[src/rtl/irq_res_pkg.sv]
package irq_res_pkg;
  localparam int unsigned IRQ_LINES   = 8;
  localparam int unsigned IRQ_IDX_W   = $clog2(IRQ_LINES);
  localparam int unsigned IRQ_CASCADE = 2;
endpackage

[src/rtl/irq_capture.sv]
module irq_capture #(
  parameter int unsigned N = irq_res_pkg::IRQ_LINES
) (
  input  logic         clk,
  input  logic         rst_n,
  input  logic [N-1:0] req_in,
  input  logic [N-1:0] trig_level,
  input  logic [N-1:0] ack_clear,
  output logic [N-1:0] req_q
);
  logic [N-1:0] prev_q;
  logic [N-1:0] req_d;
  logic [N-1:0] prev_d;
  logic         cap_en;

  assign cap_en = 1'b1;

  for (genvar i = 0; i < N; i++) begin : g_line
    always_comb begin
      prev_d[i] = req_in[i];
      if (trig_level[i]) begin
        req_d[i] = req_in[i];
      end else if (req_in[i] && !prev_q[i]) begin
        req_d[i] = 1'b1;
      end else if (ack_clear[i]) begin
        req_d[i] = 1'b0;
      end else begin
        req_d[i] = req_q[i];
      end
    end
  end

  always_ff @(posedge clk or negedge rst_n) begin
    if (!rst_n) begin
      req_q  <= '0;
      prev_q <= '0;
    end else if (cap_en) begin
      req_q  <= req_d;
      prev_q <= prev_d;
    end
  end
endmodule

[src/rtl/irq_prio_pick.sv]
module irq_prio_pick #(
  parameter int unsigned N  = irq_res_pkg::IRQ_LINES,
  parameter int unsigned IW = irq_res_pkg::IRQ_IDX_W
) (
  input  logic [N-1:0]  vec,
  input  logic [IW-1:0] base,
  output logic [IW:0]   rank
);
  always_comb begin
    rank = IW'(0) + (IW+1)'(N);
    for (int k = N - 1; k >= 0; k--) begin
      if (vec[(k + int'(base)) % N]) rank = (IW+1)'(k);
    end
  end
endmodule

[src/rtl/irq_resolver.sv]
module irq_resolver #(
  parameter int unsigned N       = irq_res_pkg::IRQ_LINES,
  parameter int unsigned CASCADE = irq_res_pkg::IRQ_CASCADE,
  localparam int unsigned IW     = $clog2(N)
) (
  input  logic          clk,
  input  logic          rst_n,
  input  logic [N-1:0]  req_in,
  input  logic [N-1:0]  trig_level,
  input  logic [N-1:0]  ack_clear,
  input  logic [N-1:0]  irq_mask,
  input  logic [N-1:0]  in_service,
  input  logic [IW-1:0] rot_base_in,
  input  logic          rot_load,
  input  logic          nest_special,
  output logic [N-1:0]  req_pending,
  output logic          irq_out,
  output logic [IW-1:0] irq_line
);
  logic [IW-1:0] base_q;
  logic [N-1:0]  pend_vec;
  logic [N-1:0]  isr_vec;
  logic [IW:0]   pend_rank;
  logic [IW:0]   isr_rank;
  logic          win_d;
  logic [IW-1:0] line_d;
  logic          out_en;

  irq_capture #(.N(N)) u_cap (
    .clk(clk), .rst_n(rst_n), .req_in(req_in), .trig_level(trig_level),
    .ack_clear(ack_clear), .req_q(req_pending)
  );

  always_comb begin
    pend_vec = req_pending & ~irq_mask;
    isr_vec  = in_service;
    if (nest_special) isr_vec[CASCADE] = 1'b0;
  end

  irq_prio_pick #(.N(N), .IW(IW)) u_pick_pend (
    .vec(pend_vec), .base(base_q), .rank(pend_rank)
  );
  irq_prio_pick #(.N(N), .IW(IW)) u_pick_isr (
    .vec(isr_vec), .base(base_q), .rank(isr_rank)
  );

  always_comb begin
    win_d  = pend_rank < isr_rank;
    line_d = '0;
    if (win_d) line_d = IW'((int'(pend_rank) + int'(base_q)) % N);
  end

  assign out_en = 1'b1;

  always_ff @(posedge clk or negedge rst_n) begin
    if (!rst_n) begin
      base_q   <= '0;
    end else if (rot_load) begin
      base_q   <= rot_base_in;
    end
  end

  always_ff @(posedge clk or negedge rst_n) begin
    if (!rst_n) begin
      irq_out  <= 1'b0;
      irq_line <= '0;
    end else if (out_en) begin
      irq_out  <= win_d;
      irq_line <= line_d;
    end
  end
endmodule

[config.mk]
export PLATFORM = sky130hd
export DESIGN_NAME = irq_resolver
export DESIGN_NICKNAME = d
export VERILOG_FILES = /design/src/rtl/irq_res_pkg.sv /design/src/rtl/irq_capture.sv /design/src/rtl/irq_prio_pick.sv /design/src/rtl/irq_resolver.sv
export SDC_FILE = /design/constraint.sdc
export NUM_CORES = 1
export LEC_CHECK = 0
export BUFFER_PORTS_ARGS = -buffer_cell sky130_fd_sc_hd__buf_4
export CORE_MARGIN = 2
export CORE_UTILIZATION = 51
export CTS_CLUSTER_DIAMETER = 200
export DETAILED_ROUTE_END_ITERATION = 8
export PLACE_DENSITY = 0.89
export SYNTH_ARGS = -nofsm -noshare
export SYNTH_HDL_FRONTEND = slang
export SYNTH_SLANG_ARGS = --single-unit
[constraint.sdc]
create_clock -name clk -period 5 [get_ports clk]
set_clock_uncertainty 0.05 [all_clocks]
set_input_delay 0.25 -clock clk [delete_from_list [all_inputs] [get_ports clk]]
set_output_delay 0.25 -clock clk [all_outputs]
set_load 0.05 [all_outputs]
==> impl_metrics.yaml <==
die:
  pin_count: 59
  die_area_mm2: 0.00415
  start_util_pct: 54.5
  coreArea_mm2: 0.00342
  dieHeight_um: 64.4
  fp-row-count: 21
  die_w_um: 64.4
setup_path:
  arrival_ps: 4450
  cp_max_fo: 13
  worstPathRequired_ps: 5200
  endpoint_kind: "flip-flop"
  cp-start-kind: "flip-flop"
  worst-setup-path-type: "reg -> reg"
routing:
  routed_wirelength_mm: 4.06
  dr.pass1.iters: 6
  routed_via_density: 5.70
  vias: 1597
  remaining_drc_errors: 0
  post_drt_wl_per_cell_um: 14.5
  ant_nets: 0
  first_iter_violations: 41
synthesis:
  synth.top_cell.area_share_pct: 30.9
  synthCells: 168
  seq_area_frac_synth_pct: 30.9
  synth.area.top_cells: "dfrtp_1, mux4_2, nand2b_1"
  postSynth.asyncResetShare_pct: 100
  ys_ff_latch: 23
  synthTopCellsByCount: "dfrtp_1, nand2b_1, nor2_1"
  syn_area_mm2: 0.00186
  synth_ff_type: "dfrtp_1"
  syn-num-nets: 222
  yosysUniqueCellTypes: 51
  synth_area_per_cell_um2: 11.1
  yosysMostFrequentCell: "dfrtp_1"
  yosys_warnings: 0
  synth_edf_count: 0
  yosysTopAreaCell: "dfrtp_1"
run_status:
  outcome: "finished, final reports clean"
power_and_ir_drop:
  clock_power_share_pct: 12.3
  irDropWorstVdd_mv: 0.210
  comb_power_share_pct: 55.9
  pwr-share-seq_pct: 31.8
  intPower_w: 0.000423
  switchingPower_w: 0.000290
  p_sw_share_pct: 40.7
  powerDensity_mw_per_mm2: 293
  p_leak_nw: 1.11
timing:
  finalCritPeriodShare_pct: 84.9
  slew_viol_final: 0
  finalSetupViolCount: 0
  rsz0062_at_grt: "no"
  slew_headroom_pct: 57.8
  worst_pin_slew_ps: 633
  tns_ps: 0
  fmax_ghz: 0.236
  min_period_ps: 4240
  hold_viol: 0
grt:
  grt_pass1_vias: 1649
  grt_use_total_pct: 21.2
  grt_pass1_wl_mm: 7.01
  grt_antenna_before_repair: 0
  grt-ovfl-total: 0
  grt_max_degree: 24
clock_network:
  clockRootBuffer: "clkbuf_4"
  clk_pin_slew_ps: 120
  cts_made_buffers: 3
  cts_setup_buffers: 0
  clock-sinks: 23
  insertion_delay_ps: 310
  clock_path_buffers: 2
  cts_max_level: 1
  cts_tree: "yes"
place:
  placed_cell_area_mm2: 0.00232
  finalWeightedCongestion: 0.809
  port_buffers: 58
  hpwl_mm: 3.20
cells_and_area:
  drive_gt1_share_pct: 38.0
  fillers: 258
  num_antenna_cells: 0
  final-seq-area_um2: 576
  utilization_pct: 71.4
  final_nets: 289
  synthToLayoutAreaGrowth_pct: 31.0
  finalInstanceArea_mm2: 0.00244
  multiInputGateArea_mm2: 0.00123
min_path:
  hold_class: "in -> reg"
run:
  drv_cap: 0
-- timing repair --
item | CTS | global route
resized for setup | 0 | 0
hold buffers | 9 | 0
hold endpoints to repair | 31 | 0
endpoints found under the setup margin | 0 | 0
-- layer usage --
layer	share of wire, %	vias to the layer above	GRT usage [%]
li1	-	767	-
met1	42	767	25.5
met2	51	58	39.1
met3	6.2	5	4.69
met4	0.47	0	3.72
met5	0	-	0
-- worst max-delay path, cell delays in order (launching register included) --
cell and delay [ps]:
dfrtp_1 650, inv_1 250, ha_1 520, mux4_2 370
mux2_4 300, nor2_4 100, nand3_2 70, or4_1 540
ha_1 300, a2111oi_0 550, o211ai_1 270, a21oi_1 200
-- state kept, by name (all words and copies together), names as in the netlist --
signal / flops
u_cap.req_q: 8
u_cap.prev_q: 8
base_q: 3
irq_out: 1
irq_line: 3
-- power by group through the flow --
stage | clock network (W) | registers (W) | logic [W]
finish | 0.0000877 | 0.000227 | 0.000399
global route | 0.0000998 | 0.000230 | 0.000438
CTS | 0.0000898 | 0.000227 | 0.000399
detailed placement | 0 | 0.000231 | 0.000392
global placement | 0 | 0.000230 | 0.000381
floorplan | 0 | 0.000289 | 0.000230
-- final cells by class --
class | instances | share of cell area, %
multi-input combinational | 134 | 50.3
inverter | 5 | 0.770
clock buffer | 4 | 1.08
tap | 46 | 2.36
timing repair buffer | 68 | 21.9
sequential | 23 | 23.6
-- stage by stage --
step / hold slack, ps / std cells / worst slack [ps] / power, W
floorplan: -95.6 / 168 / 1100 / 0.000519
global placement: 104 / 267 / 1080 / 0.000611
detailed placement: 109 / 267 / 817 / 0.000623
CTS: 77.8 / 280 / 798 / 0.000716
global route: 78.1 / 280 / 557 / 0.000768
finish: 78.6 / 280 / 755 / 0.000714
-- cell families (layout without fill, tap and decap cells) --
logic type	after synthesis	in the layout	synth area share, %
DFF	23	23	30.9
xor gates and xnor gates	4	4	2.29
adders and majority gates	7	7	5.11
AOI/OAI and AO/OA	33	33	12.6
buffers and inverters	11	77	3.16
and+or+nand+nor	59	59	18.9
muxes	31	31	27.1
-- cell usage in the layout, fill, tap and decap left out, drive strengths merged, types with 2 or more instances in the layout --
| master | count |
|---|---|
| nand2 | 9 |
| inv | 5 |
| mux2 | 10 |
| nand3 | 2 |
| clkbuf | 4 |
| mux2i | 8 |
| ha | 6 |
| nor2b | 3 |
| a21boi | 2 |
| mux4 | 13 |
| dfrtp | 23 |
| nand2b | 18 |
| xnor2 | 3 |
| a21o | 2 |
| o21ai | 9 |
| nor2 | 15 |
| a22o | 8 |
| dlygate4sd3 | 9 |
| buf | 59 |
| a21oi | 4 |
-- path summary, 6_finish.rpt --
check	startpoint	to	slack, ps	cells past startpoint
setup reg to reg	base_q[1]	irq_line[1]	760	11
hold reg to reg	u_cap.req_q[3]	u_cap.req_q[3]	510	1
hold / removal	rot_base_in[2]	base_q[2]	80	3
setup / recovery	base_q[1]	irq_line[1]	760	11
max in group asynchronous	rst_n	base_q[0]	4380	2
min in group asynchronous	rst_n	u_cap.req_q[6]	290	2
No activity file was read; power rests on OpenSTA's default activity.
